## src/rtl/csc_enc_pkg.sv

```systemverilog
package csc_enc_pkg;

    localparam int IN_W      = 64;
    localparam int FRAC_W    = 32;
    localparam int SAT_INT_W = 2;
    localparam int MAG_W     = FRAC_W + SAT_INT_W;
    localparam int MANT_W    = 9;
    localparam int GUARD_W   = 3;
    localparam int FIELD_W   = MANT_W + GUARD_W;
    localparam int RC_W      = 3;
    localparam int COEF_W    = 1 + RC_W + MANT_W + GUARD_W;
    localparam int REG_W     = 2 * COEF_W;
    localparam int NUM_BOUND = 5;
    localparam int LOW_EXP   = 3;
    localparam int FB_MAX    = FRAC_W - GUARD_W - (FRAC_W - FIELD_W) + LOW_EXP - GUARD_W;
    localparam int IDX_W     = $clog2(NUM_BOUND + 1);

    typedef logic [MAG_W-1:0] mag_t;

    typedef struct packed {
        logic              sign;
        logic [RC_W-1:0]   rcode;
        logic [MANT_W-1:0] mant;
        logic [GUARD_W-1:0] pad;
    } coef_t;

    typedef struct packed {
        logic [RC_W-1:0] rcode;
        logic [3:0]      fbits;
    } range_t;

    typedef enum logic [1:0] {
        SLOT_FIRST  = 2'd0,
        SLOT_SECOND = 2'd1,
        SLOT_THIRD  = 2'd2
    } slot_e;

    localparam mag_t MAG_MAX = {MAG_W{1'b1}};

    function automatic mag_t sat_mag(input logic [IN_W-2:0] raw);
        if (raw > (IN_W-1)'(MAG_MAX)) return MAG_MAX;
        return raw[MAG_W-1:0];
    endfunction

    function automatic logic [RC_W-1:0] code_of(input logic [IDX_W-1:0] idx);
        case (idx)
            3'd0:    return 3'd3;
            3'd1:    return 3'd2;
            3'd2:    return 3'd1;
            3'd3:    return 3'd0;
            3'd4:    return 3'd7;
            default: return 3'd6;
        endcase
    endfunction

    function automatic logic [MANT_W-1:0] round_window(input mag_t m, input logic [3:0] fbits);
        int               sh;
        mag_t             part;
        logic [MAG_W:0]   sum;
        sh   = FRAC_W - GUARD_W - int'(fbits);
        part = m >> sh;
        sum  = {1'b0, part} + (MAG_W+1)'(1 << (GUARD_W - 1));
        if (sum > (MAG_W+1)'((1 << FIELD_W) - 1))
            sum = (MAG_W+1)'((1 << FIELD_W) - 1);
        return sum[FIELD_W-1:GUARD_W];
    endfunction

endpackage

```

## src/rtl/csc_range_sel.sv

```systemverilog
module csc_range_sel
    import csc_enc_pkg::*;
(
    input  mag_t   mag,
    output range_t rng
);
    logic [NUM_BOUND-1:0] above;
    logic [IDX_W-1:0]     idx;

    for (genvar k = 0; k < NUM_BOUND; k++) begin : g_bound
        assign above[k] = (mag >= (mag_t'(1) << (FRAC_W - LOW_EXP + k)));
    end

    always_comb begin
        idx = '0;
        for (int k = 0; k < NUM_BOUND; k++)
            idx = idx + IDX_W'(above[k]);
    end

    assign rng.rcode = code_of(idx);
    assign rng.fbits = 4'(FIELD_W) - 4'(idx);
endmodule

```

## src/rtl/csc_enc_stage.sv

```systemverilog
module csc_enc_stage
    import csc_enc_pkg::*;
(
    input  logic            clk,
    input  logic            rst,
    input  logic            in_valid,
    output logic            in_ready,
    input  logic [IN_W-1:0] in_coeff,
    output logic            dn_valid,
    input  logic            dn_ready,
    output coef_t           dn_word
);
    mag_t   mag_s;
    range_t rng;
    coef_t  enc_d;

    assign mag_s = sat_mag(in_coeff[IN_W-2:0]);

    csc_range_sel u_rsel (
        .mag (mag_s),
        .rng (rng)
    );

    always_comb begin
        enc_d.sign  = in_coeff[IN_W-1];
        enc_d.rcode = rng.rcode;
        enc_d.mant  = round_window(mag_s, rng.fbits);
        enc_d.pad   = '0;
    end

    assign in_ready = !dn_valid || dn_ready;

    always_ff @(posedge clk) begin
        if (rst) begin
            dn_valid <= 1'b0;
            dn_word  <= '0;
        end else if (in_ready) begin
            dn_valid <= in_valid;
            if (in_valid) dn_word <= enc_d;
        end
    end


    sign_pass_chk: assert property (@(posedge clk) disable iff (rst)
        (in_valid && in_ready) |=> (dn_word.sign == $past(in_coeff[IN_W-1])));


    legal_code_chk: assert property (@(posedge clk) disable iff (rst)
        dn_valid |-> (dn_word.rcode != 3'd4 && dn_word.rcode != 3'd5));


    enc_hold_chk: assert property (@(posedge clk) disable iff (rst)
        (dn_valid && !dn_ready) |=> (dn_valid && $stable(dn_word)));
endmodule

```

## src/rtl/csc_row_packer.sv

```systemverilog
module csc_row_packer
    import csc_enc_pkg::*;
(
    input  logic             clk,
    input  logic             rst,
    input  logic             up_valid,
    output logic             up_ready,
    input  coef_t            up_word,
    output logic             out_valid,
    input  logic             out_ready,
    output logic [REG_W-1:0] out_word,
    output logic             out_single
);
    slot_e slot_q;
    coef_t hold_q;
    logic  take;

    assign up_ready = (slot_q == SLOT_FIRST) || !out_valid || out_ready;
    assign take     = up_valid && up_ready;

    always_ff @(posedge clk) begin
        if (rst) begin
            slot_q     <= SLOT_FIRST;
            hold_q     <= '0;
            out_valid  <= 1'b0;
            out_word   <= '0;
            out_single <= 1'b0;
        end else begin
            if (out_valid && out_ready) out_valid <= 1'b0;
            if (take) begin
                case (slot_q)
                    SLOT_FIRST: begin
                        hold_q <= up_word;
                        slot_q <= SLOT_SECOND;
                    end
                    SLOT_SECOND: begin
                        out_word   <= {hold_q, up_word};
                        out_single <= 1'b0;
                        out_valid  <= 1'b1;
                        slot_q     <= SLOT_THIRD;
                    end
                    default: begin
                        out_word   <= {up_word, {COEF_W{1'b0}}};
                        out_single <= 1'b1;
                        out_valid  <= 1'b1;
                        slot_q     <= SLOT_FIRST;
                    end
                endcase
            end
        end
    end


    pad_zero_chk: assert property (@(posedge clk) disable iff (rst)
        out_valid |-> (out_word[2:0] == 3'd0 && out_word[COEF_W+2:COEF_W] == 3'd0));


    single_low_chk: assert property (@(posedge clk) disable iff (rst)
        (out_valid && out_single) |-> (out_word[COEF_W-1:0] == '0));


    out_hold_chk: assert property (@(posedge clk) disable iff (rst)
        (out_valid && !out_ready) |=> (out_valid && $stable(out_word) && $stable(out_single)));
endmodule

```

## src/rtl/csc_coef_encoder.sv

```systemverilog
module csc_coef_encoder
    import csc_enc_pkg::*;
(
    input  logic             clk,
    input  logic             rst,
    input  logic             in_valid,
    output logic             in_ready,
    input  logic [IN_W-1:0]  in_coeff,
    output logic             out_valid,
    input  logic             out_ready,
    output logic [REG_W-1:0] out_word,
    output logic             out_single
);
    logic  enc_valid;
    logic  enc_ready;
    coef_t enc_word;

    csc_enc_stage u_enc (
        .clk      (clk),
        .rst      (rst),
        .in_valid (in_valid),
        .in_ready (in_ready),
        .in_coeff (in_coeff),
        .dn_valid (enc_valid),
        .dn_ready (enc_ready),
        .dn_word  (enc_word)
    );

    csc_row_packer u_pack (
        .clk        (clk),
        .rst        (rst),
        .up_valid   (enc_valid),
        .up_ready   (enc_ready),
        .up_word    (enc_word),
        .out_valid  (out_valid),
        .out_ready  (out_ready),
        .out_word   (out_word),
        .out_single (out_single)
    );
endmodule

```

## config.mk

```make
export PLATFORM = sky130hd
export DESIGN_NAME = csc_coef_encoder
export DESIGN_NICKNAME = d
export VERILOG_FILES = /design/src/rtl/csc_enc_pkg.sv /design/src/rtl/csc_range_sel.sv /design/src/rtl/csc_enc_stage.sv /design/src/rtl/csc_row_packer.sv /design/src/rtl/csc_coef_encoder.sv
export SDC_FILE = /design/constraint.sdc
export NUM_CORES = 1
export LEC_CHECK = 0
export ABC_AREA = 1
export BUFFER_PORTS_ARGS = -buffer_cell sky130_fd_sc_hd__buf_2
export CORE_ASPECT_RATIO = 0.8
export CORE_MARGIN = 4
export CORE_UTILIZATION = 41
export DETAILED_ROUTE_END_ITERATION = 16
export GPL_TIMING_DRIVEN = 0
export SLEW_MARGIN = 20
export SYNTH_ARGS = -nofsm -noshare
export SYNTH_HDL_FRONTEND = slang
export SYNTH_SLANG_ARGS = --single-unit
```

## constraint.sdc

```tcl
create_clock -name clk -period 8 [get_ports clk]
set_input_delay 1.2 -clock clk [delete_from_list [all_inputs] [get_ports clk]]
set_output_delay 1.2 -clock clk [all_outputs]
set_load 0.02 [all_outputs]
```

==> metrics.txt, run 1 <==
Antenna diodes=0; Max IR drop VDD=0.1501 mV; Syn. warnings=0; CTS tree=yes; crit path capture type=flip-flop; synthesized-area fraction occupied by adder cells=2.657%; worst-margin pin slew=581.7 ps; Hold WS=458.4 ps; Inst Count DP=1365; Simple-Gate Fraction of Synth Area=57.08%; total congestion overflow=0; unrepaired setup endpoints after global routing=no; Total GRT Usage=25.16%; drt wl/cell=15.29 um; Worst-Skew Late Latency=320 ps; cell taking the most area after synthesis=nand3_1; Synth Area in XOR/XNOR=1.038%; IO Port Bufs=95; Synth Area per Inst=5.577 um^2; Pre-Repair DR Iteration Count=5; Setup TNS Final=0 ps; share of the synthesized area in the top cell type=21.75%; Post-Place Worst Slack=-1009 ps; worst setup path startpoint=in_coeff[59]; largest cells by area after synthesis=nand3_1, nand2_1, dfxtp_1, nor2_1, inv_1; Syn Inst Count=1081; layout cell share with drive strength beyond 1=19.54%; Worst Path Arrival=7820 ps; final setup margin=399.3 ps; Detailed Place HPWL=17.20 mm; Avg Vias per Cell=5.487; CTS buffer count=9; gpl congestion=0.9823; Initial Util=42.02%; hold_sp=u_pack.hold_q[15]; Core Box Area=14350 um^2; register area share after synthesis=18.93%; first-pass GRT wire length=33.97 mm; antenna violations before repair=0; Via Count=7638; clock root buffer=clkbuf_16; Core Util, Final=50.85%; critical path class=in2reg; area of the die=16720 um^2; compound-cell area share of the yosys netlist=8.136%; required time worst endpoint=8220 ps; DRT Wirelength=21.28 mm; CTS sink count=57; CP most frequent cell=nand2_1; P&R area growth vs syn=21.03%; Final ANT Viol Nets=0; die height=116.5 um; Yosys reg bits=57; 1st-iter DRT viols=735; Cell Pwr Density=104.4 nW/um^2; DP Area=6753 um^2; Max Freq=0.1316 GHz; largest family of logic cells by synthesized area=simple AND/OR/NAND/NOR gates; vias in the first global route=6952; largest net degree at the start of global routing=21; clk slew on worst S/H paths=50 ps; Critical Path Slowest Stage Cell=fa_2; standard-cell row count=39; hold_buf cts=0; Final setup viols=0; final worst-path cycle share=95.01%; clk_skew=7.798 ps; Synth cell types=41; top-count cell post-synth=nand2_1; DRC viols=0; Final Non-Filler Cells=1392; crit path time final=7601 ps; Hold WC Path Type=reg2reg; post-synthesis cell area=6028 um^2; Max-slew headroom=61.22%; Synth Flop Type=dfxtp_1; design area=7296 um^2; Power Total=0.7614 mW; number of flops mapped to enable cells by yosys=0; Leak=3.630 nW; deepest clock path buffer count=2; Die Wd=143.6 um; top post-synthesis cells by count=nand2_1, nand3_1, nor2_1; CP Max Fanout=20; fin nets=1282; Slew Limit Fails=0; status=complete, no violations; critical path launch point type=input port; post-synthesis mux area share=0%; htree depth=3; r2r startpoint=u_pack.slot_q[1]; Fin. Hold Viols=0; max-cap violations=0; largest stage delay on the critical path=620 ps; worst path bufs/invs=11; asr flop ratio synth=0%; kind of cell adding the most delay to the critical path=simple AND/OR/NAND/NOR gates; io pins=103
[layout make-up]
class                           instances  area [um^2]
Tap cell                              184        230.2
Clock inverter                          4        51.30
Sequential cell                        57         1141
Buffer                                 60        356.6
Inverter                              100        386.6
Timing Repair Buffer                  105        551.8
Clock buffer                           12        256.5
Fill cell                            1618         7051
Multi-Input combinational cell        870         4322
[power by group]
part	switching, mW	leakage [nW]	internal, mW	total, mW
Combinational	0.0468	3.02	0.0304	0.0772
Clock	0.122	0.149	0.257	0.380
Sequential	0.00801	0.466	0.296	0.304
Total	0.177	3.63	0.584	0.761
[worst register-to-register path, stage by stage, from the launching register on]
cell and delay (ps):
dfxtp_1 340, nor2_1 140, nor2_1 80, nor2_1 210
nand2_1 160, clkinv_1 220, clkbuf_1 430, nand2_1 110
a21oi_1 150
[sequential cells by signal, summed over array words and instances, names as in the netlist]
| name | flops |
|---|---|
| u_pack.slot_q | 2 |
| u_pack.hold_q | 13 |
| u_enc.dn_word | 13 |
| u_enc.dn_valid | 1 |
| u_pack.out_single | 1 |
| u_pack.out_valid | 1 |
| u_pack.out_word | 26 |
[final timing paths]
check	endpoint	slack, ps	depth (start not counted)
worst max-delay path	u_enc.dn_word[8]	400	38
worst min-delay path	u_pack.hold_q[15]	460	2
worst max register to register	u_pack.out_word[29]	6080	8
worst min register to register	u_pack.hold_q[15]	460	2
[timing repair]
item | CTS | global route
buffers inserted | 1 | 9
endpoints found under the setup margin | 9 | 9
cloned | 1 | 2
pin swaps | 2 | 8
gates resized for setup | 8 | 41
[metal layers]
layer  share of wire [%]  wire length [um]  track usage (%)
met1                  48             10320            36.64
met2                  42              8910            39.05
met3                 7.9              1689            3.234
met4                 1.7               364            7.152
met5                   0                 0                0
[logic make-up (layout without fill, tap and decap cells)]
kind of cell / Yosys count / after routing
and+or+nand+nor: 761 / 764
buffers and inverters: 162 / 281
AOI/OAI and AO/OA: 84 / 84
DFF: 57 / 57
adders and majority gates: 11 / 11
xor gates and xnor gates: 5 / 5
other: 1 / 6
[cell usage in the layout (no fill, tap or decap), types with 3 or more instances in the layout]
cell and n:
nand2_1 309, nand3_1 259, buf_2 105, nor2_1 98
inv_1 91, dfxtp_1 57, a21oi_1 41, nor2_2 22
clkbuf_1 21, nand2_2 20, buf_4 20, nand4_1 18
o21ai_0 16, nand3_2 14, nor2_4 11, buf_1 9
a211oi_1 9, clkbuf_16 9, buf_6 7, o21bai_1 6
a31oi_1 6, ha_1 6, conb_1 6, inv_2 4
nand3b_1 4, nor3_1 4, a21oi_2 3
Power figures use the tool's default switching activity.
==> inputs of run 2 (changes only) <==
- PLACE_DENSITY: unset -> 0.64
- REMOVE_ABC_BUFFERS: unset -> 1
==> run 2 against run 1 <==
Utilization decreased by 1.2 points. Power increased by 2.7%. Critical path depth fell by 1.
==> metrics.txt, run 2 (same netlist as run 1, synthesis figures left out) <==
layout cell share with drive strength beyond 1=17.47% (-2.1 points); most frequent cells in the layout=nand2_1, nand3_1, nor2_1; Cell Pwr Density=109.8 nW/um^2 (+5.2%); htree depth=3 (unchanged); drt wl/cell=14.76 um (-3.5%); R2R cell count=9 (+1); Post-Place Worst Slack=-3511 ps (-2502 ps); first-pass GRT wire length=31.55 mm (-7.1%); DRT Wirelength=19.95 mm (-6.3%); CTS buffer count=9 (unchanged); Inst Count DP=1305 (-4.4%); clk slew on worst S/H paths=50 ps (about the same); fin nets=1242 (-3.1%); Hold WC Path Type=reg2reg; Total GRT Usage=22.97% (-2.2 points); reg-to-reg endpoint=u_pack.out_word[20]; final worst-path cycle share=94.37% (-0.64 points); Hold Path Cell Cnt=2 (unchanged); Hold WS=457.3 ps (-1.075 ps); clk_skew=5.387 ps (-2.412 ps); critical path launch point type=input port; clock root buffer=clkbuf_16; P&R area growth vs syn=18.06%; crit path capture type=flip-flop; Max IR drop VDD=0.1862 mV (+24%); deepest clock path buffer count=2 (unchanged); Top Metal Used=met4; io pins=103 (unchanged); Die Wd=143.6 um (unchanged); Routed met2 length=8.185 mm (-8.1%); crit path time final=7550 ps (-50.93 ps); Fin. Hold Viols=0 (unchanged); Detailed Place HPWL=13.71 mm (-20%); Max Freq=0.1325 GHz (+0.67%); final setup margin=450.2 ps (+50.94 ps); gpl congestion=0.9490 (-3.4%); Setup TNS Final=0 ps (unchanged); antenna violations before repair=0 (unchanged); Worst Path Arrival=7770 ps (-50 ps); required time worst endpoint=8220 ps (about the same); Core Util, Final=49.61% (-1.2 points); Slew Limit Fails=0 (unchanged); commonest non-fill, non-tap cell in the layout=nand2_1; r2r setup slk=5490 ps (-590 ps); worst-margin pin slew=997.2 ps (+415.5 ps); Hold Path Sink=u_pack.out_word[31]; Avg Vias per Cell=5.516 (+0.53%); hold_buf cts=0 (unchanged); # fillers=1571 (-2.9%); standard-cell row count=39 (unchanged); area of the die=16720 um^2 (unchanged); Critical Path Slowest Stage Cell=fa_2; Worst-Skew Late Latency=320 ps (about the same); Final setup viols=0 (unchanged); CTS tree=yes; Max-slew headroom=33.52% (-28 points); max-cap violations=0 (unchanged); top flop regs=u_pack.out_word: 26 flops, u_enc.dn_word: 13 flops, u_pack.hold_q: 13 flops; Via Count=7458 (-2.4%); status=complete, no violations; CP most frequent cell=nand2_1; CP Max Fanout=20 (unchanged); IO Port Bufs=96 (+1.1%); Final ANT Viol Nets=0 (unchanged); die height=116.5 um (unchanged); CTS sink count=57 (unchanged); vias in the first global route=6285 (-9.6%); Initial Util=42.02% (unchanged); DRC viols=0 (unchanged); Leak=3.536 nW (-2.6%); Largest register FFs=26 (unchanged); largest stage delay on the critical path=720 ps (+100 ps); Core Box Area=14350 um^2 (unchanged); Antenna diodes=0 (unchanged); critical path class=in2reg; wl on met1=8.992 mm (-13%); hold_sp=u_pack.out_word[31]; r2r startpoint=u_pack.out_valid; Final Non-Filler Cells=1352 (-2.9%); most flop-heavy register=u_pack.out_word; met3 WL post-DR=2.580 mm (+53%); largest net degree at the start of global routing=58 (+180%); 1st-iter DRT viols=827 (+13%); Pre-Repair DR Iteration Count=7 (+2); total congestion overflow=0 (unchanged)
[run 2: changes by cell type in the layout (fill, tap and decap cells not counted), sizes merged]
| cell | previous run | this run |
|---|---|---|
| bufinv | 1 | 2 |
| clkinv | 6 | 8 |
| clkbuf | 34 | 12 |
| clkinvlp | 1 | 0 |
| buf | 143 | 120 |
| xnor2 | 3 | 5 |
| inv | 96 | 98 |
| nor2 | 131 | 130 |
[run 2: how the worst max path moves through the flow]
stage	startpoint	end	slack [ps]	cells after the start
floorplan	in_coeff[46]	u_enc.dn_word[10]	-2480	35
global placement	in_coeff[36]	u_enc.dn_word[7]	-5160	35
detailed placement	in_coeff[36]	u_enc.dn_word[7]	-3510	36
CTS	in_coeff[54]	u_enc.dn_word[7]	30	36
global route	in_coeff[46]	u_enc.dn_word[7]	-50	42
finish	in_coeff[36]	u_enc.dn_word[7]	450	37
[run 2: metal layers]
| layer | global-route usage (%) | up-vias |
|---|---|---|
| li1 | - | 3697 |
| met1 | 33.97 | 3330 |
| met2 | 34.72 | 404 |
| met3 | 5.526 | 27 |
| met4 | 3.137 | 0 |
| met5 | 0 | - |
[run 2: power breakdown]
group	internal, mW	total, mW	leakage, nW	switching [mW]
Clock	0.280	0.407	0.159	0.127
Sequential	0.296	0.304	0.466	0.00721
Combinational	0.0271	0.0711	2.91	0.0440
Total	0.603	0.782	3.54	0.178
[run 2: final cells by class]
| class | instances | area, um^2 | area share (%) |
|---|---|---|---|
| tap | 184 | 230.2 | 3.235 |
| timing repair inverter | 3 | 26.28 | 0.3692 |
| inverter | 100 | 414.1 | 5.819 |
| multi-input combinational | 871 | 4270 | 60.00 |
| clock inverter | 5 | 78.83 | 1.108 |
| clock buffer | 11 | 242.7 | 3.411 |
| sequential | 57 | 1141 | 16.03 |
| timing repair buffer | 121 | 713.2 | 10.02 |
[run 2: repair_timing]
| item | CTS | global route |
|---|---|---|
| cloned | 3 | 5 |
| endpoints found under the hold margin | 0 | 0 |
| pin swaps | 4 | 5 |
| resized for setup | 3 | 18 |
| setup endpoints to repair | 9 | 9 |
| buffers inserted | 8 | 15 |
[run 2: worst max-delay path: cells and delay by family]
family                     cells  cell delay, ps
AOI/OAI and AO/OA              1             140
xor gates and xnor gates       2             330
and+or+nand+nor               21            2730
adders and majority gates      5            2380
buffers and inverters          8             960
[run 2: per-stage QoR]
stage                     power [mW]  instance area, um^2
final                         0.7817                 7117
after global routing          0.8134                 7117
after CTS                     0.7872                 6870
after detailed placement      0.3798                 6436
after global placement        0.3786                 6411
after floorplan               0.3476                 5700
==> inputs of run 3 (changes only) <==
- ABC_AREA: 1 -> unset
- ABC_CLOCK_PERIOD_IN_PS: unset -> 8000
- PLACE_DENSITY: 0.64 -> 0.65
==> run 3 against run 2 <==
The run now ends with negative setup slack left. Utilization increased by 10 points. Largest power group unchanged. Register-to-register slack lost 20 ps. Fmax fell by 11%. Non-clock buffer count rose by 105. Sequential cell count stayed put. Cell count is 20% lower. Clock power down 2%.
==> metrics.txt, run 3 <==
CP most frequent cell=buf_4; layout cell share with drive strength beyond 1=41.07% (+24 points); Post-Place Worst Slack=-3944 ps (-432.8 ps); Via Count=6936 (-7.0%); Cell Pwr Density=101.0 nW/um^2 (-8.1%); crit path capture type=flip-flop; r2r startpoint=u_pack.slot_q[1]; final setup margin=-529.3 ps (-979.6 ps); Synth Flop Type=dfxtp_1; reg-to-reg endpoint=u_enc.dn_word[4]; GR met3 Demand/Resource=7.670% (+2.1 points); Hold Path Cell Cnt=2 (unchanged); top post-synthesis cells by count=nor2_1, nand2_1, dfxtp_1; critical path launch point type=input port; Yosys reg bits=57 (unchanged); Final setup viols=9 (+9); hold_buf cts=0 (unchanged); drt wl/cell=20.67 um (+40%); met2 Track Usage GR=41.68% (+7.0 points); Initial Util=42.00% (about the same); busiest grt layer=met2; Synth Area per Inst=8.107 um^2 (+45%); commonest non-fill, non-tap cell in the layout=buf_4; fin nets=976 (-21%); # fillers=1175 (-25%); Avg Vias per Cell=6.416 (+16%); IO Port Bufs=96 (unchanged); Core Util, Final=59.60% (+10 points); Synth cell types=93 (+130%); area of the die=15950 um^2 (-4.6%); Final ANT Viol Nets=0 (unchanged); Core Box Area=13650 um^2 (-4.9%); worst-margin pin slew=1041 ps (+43.85 ps); largest net degree at the start of global routing=58 (unchanged); Largest register FFs=26 (unchanged); post-synthesis cell area=5732 um^2 (-4.9%); io pins=103 (unchanged); M1 GR Usage=36.02% (+2.0 points); worst path bufs/invs=8 (unchanged); Leak=3.354 nW (-5.1%); max-cap violations=0 (unchanged); Max-slew headroom=30.34% (-3.2 points); required time worst endpoint=8180 ps (-40 ps); antenna violations before repair=0 (unchanged); CP Max Fanout=6 (-70%); P&R area growth vs syn=41.89%; r2r setup slk=5470 ps (-20 ps); register area share after synthesis=19.91% (+0.98 points); Pre-Repair DR Iteration Count=6 (-1); die height=113.8 um (-2.3%); largest cells by area after synthesis=dfxtp_1, mux2i_1, nor2_1, nand2_1, mux4_2; Max Freq=0.1172 GHz (-11%); first-pass GRT wire length=34.94 mm (+11%); share of the synthesized area in the top cell type=19.91% (-1.8 points); failing checks=negative setup slack; Power Total=0.8213 mW (+5.1%); top flop regs=u_pack.out_word: 26 flops, u_enc.dn_word: 13 flops, u_pack.hold_q: 13 flops; Inst Count DP=935 (-28%); Total GRT Usage=26.81% (+3.8 points); critical path class=in2reg; Worst Path Arrival=8710 ps (+940 ps); unrepaired setup endpoints after global routing=yes; cell taking the most area after synthesis=dfxtp_1; R2R cell count=7 (-2); DRC viols=0 (unchanged); Slew Limit Fails=0 (unchanged); deepest clock path buffer count=2 (unchanged); Syn Inst Count=707 (-35%); Hold WC Path Type=reg2reg; htree depth=3 (unchanged); gpl congestion=0.9741 (+2.6%); CTS sink count=57 (unchanged); largest stage delay on the critical path=820 ps (+100 ps); Antenna diodes=0 (unchanged); 1st-iter DRT viols=937 (+13%); Final Non-Filler Cells=1081 (-20%); number of flops mapped to enable cells by yosys=0 (unchanged); final worst-path cycle share=106.6% (+12 points); Detailed Place HPWL=13.79 mm (+0.62%); clock root buffer=clkbuf_16; Setup TNS Final=-4428 ps (-4428 ps); status=complete, but fails checks; Fin. Hold Viols=0 (unchanged); Die Wd=140.2 um (-2.4%); Worst-Skew Late Latency=320 ps (about the same); most flop-heavy register=u_pack.out_word; Syn. warnings=0 (unchanged); total congestion overflow=0 (unchanged); crit path time final=8529 ps (+979.6 ps); top-count cell post-synth=nor2_1; clk slew on worst S/H paths=50 ps (about the same); Hold Path Sink=u_pack.hold_q[14]; CTS buffer count=9 (unchanged); standard-cell row count=38 (-2.6%); hold_sp=u_pack.hold_q[14]; vias in the first global route=6593 (+4.9%); CTS tree=yes; asr flop ratio synth=0% (unchanged); kind of cell adding the most delay to the critical path=simple AND/OR/NAND/NOR gates; DRT Wirelength=22.35 mm (+12%); Max IR drop VDD=0.1439 mV (-23%); clk_skew=7.717 ps (+2.330 ps); Critical Path Slowest Stage Cell=fa_4; most frequent cells in the layout=buf_4, buf_2, nor2_1
## run 3: changes by cell type after synthesis, moves of 21 or more
cell / before / now
a22oi_1: 0 / 21
inv_1: 92 / 10
mux2i_1: 0 / 51
nand2_1: 317 / 62
nand3_1: 262 / 13
nor2_1: 110 / 75
## run 3: tightest hold or removal path, delay by kind of cell, from the launching register on
kind	cells	cell delay (ps)
flip-flops	1	300
AO/OA/AOI/OAI	1	50
AND/OR/NAND/NOR	1	50
## run 3: report_power, final
part / leakage [nW] / switching, mW / total [mW] / internal (mW)
clock: 0.155 / 0.129 / 0.398 / 0.269
sequential: 0.465 / 0.00883 / 0.304 / 0.296
combinational: 2.73 / 0.0690 / 0.119 / 0.0496
## run 3: per-layer routing
layer / part of all wire [%] / vias up
met5: 0 / -
met4: 3.1 / 0
met3: 12 / 82
met2: 44 / 487
met1: 40 / 3260
li1: - / 3107
## run 3: final cells by class
type	count	area, um^2	share of cell area [%]
Clock inverter	6	83.83	1.031
Timing Repair Buffer	226	1588	19.52
Clock buffer	9	225.2	2.769
Tap cell	180	225.2	2.769
Sequential cell	57	1141	14.03
Inverter	11	48.80	0.6000
Timing Repair inverter	1	5.005	0.06154
Multi-Input combinational cell	591	4816	59.22
## run 3: how the worst max path moves through the flow
| stage | startpoint | endpoint | slack (ps) | cells after the start |
|---|---|---|---|---|
| 6_report | in_coeff[62] | u_enc.dn_word[4] | -530 | 28 |
| 4_1_cts | in_coeff[46] | u_enc.dn_word[6] | -250 | 26 |
| 2_1_floorplan | in_coeff[45] | u_enc.dn_word[6] | -3400 | 23 |
| 3_3_place_gp | in_coeff[61] | u_enc.dn_word[9] | -6290 | 23 |
| 5_1_grt | in_coeff[52] | u_enc.dn_word[4] | -650 | 28 |
| 3_5_place_dp | in_coeff[54] | u_enc.dn_word[5] | -3940 | 25 |
## run 3: repair_timing
item                                    in CTS  in global routing
endpoints found under the setup margin       9                  9
setup buffers                              108                 21
resized for setup                           91                 17
gates cloned                                 6                  2
pin swaps                                   42                 29
## run 3: metrics by stage
stage          area, um^2  hold slack (ps)
2_1_floorplan        5414            429.6
3_3_place_gp         6120            443.1
3_5_place_dp         6217            447.7
4_1_cts              7919            454.3
5_1_grt              8133            470.0
6_report             8133            451.9
## run 3: cells by family (layout without fill, tap and decap cells)
kind of cell             count (synthesis)  in the layout  synth area share, %
flip-flops                              57             57                19.91
multiplexers                            83             83                17.22
AO/OA/AOI/OAI                          220            222                28.71
other                                    1              6              0.06543
buffers and inverters                   68            253                6.592
AND/OR/NAND/NOR                        258            260                23.34
XOR/XNOR                                 9              9                1.375
adder cells (fa/ha/maj)                 11             11                2.794
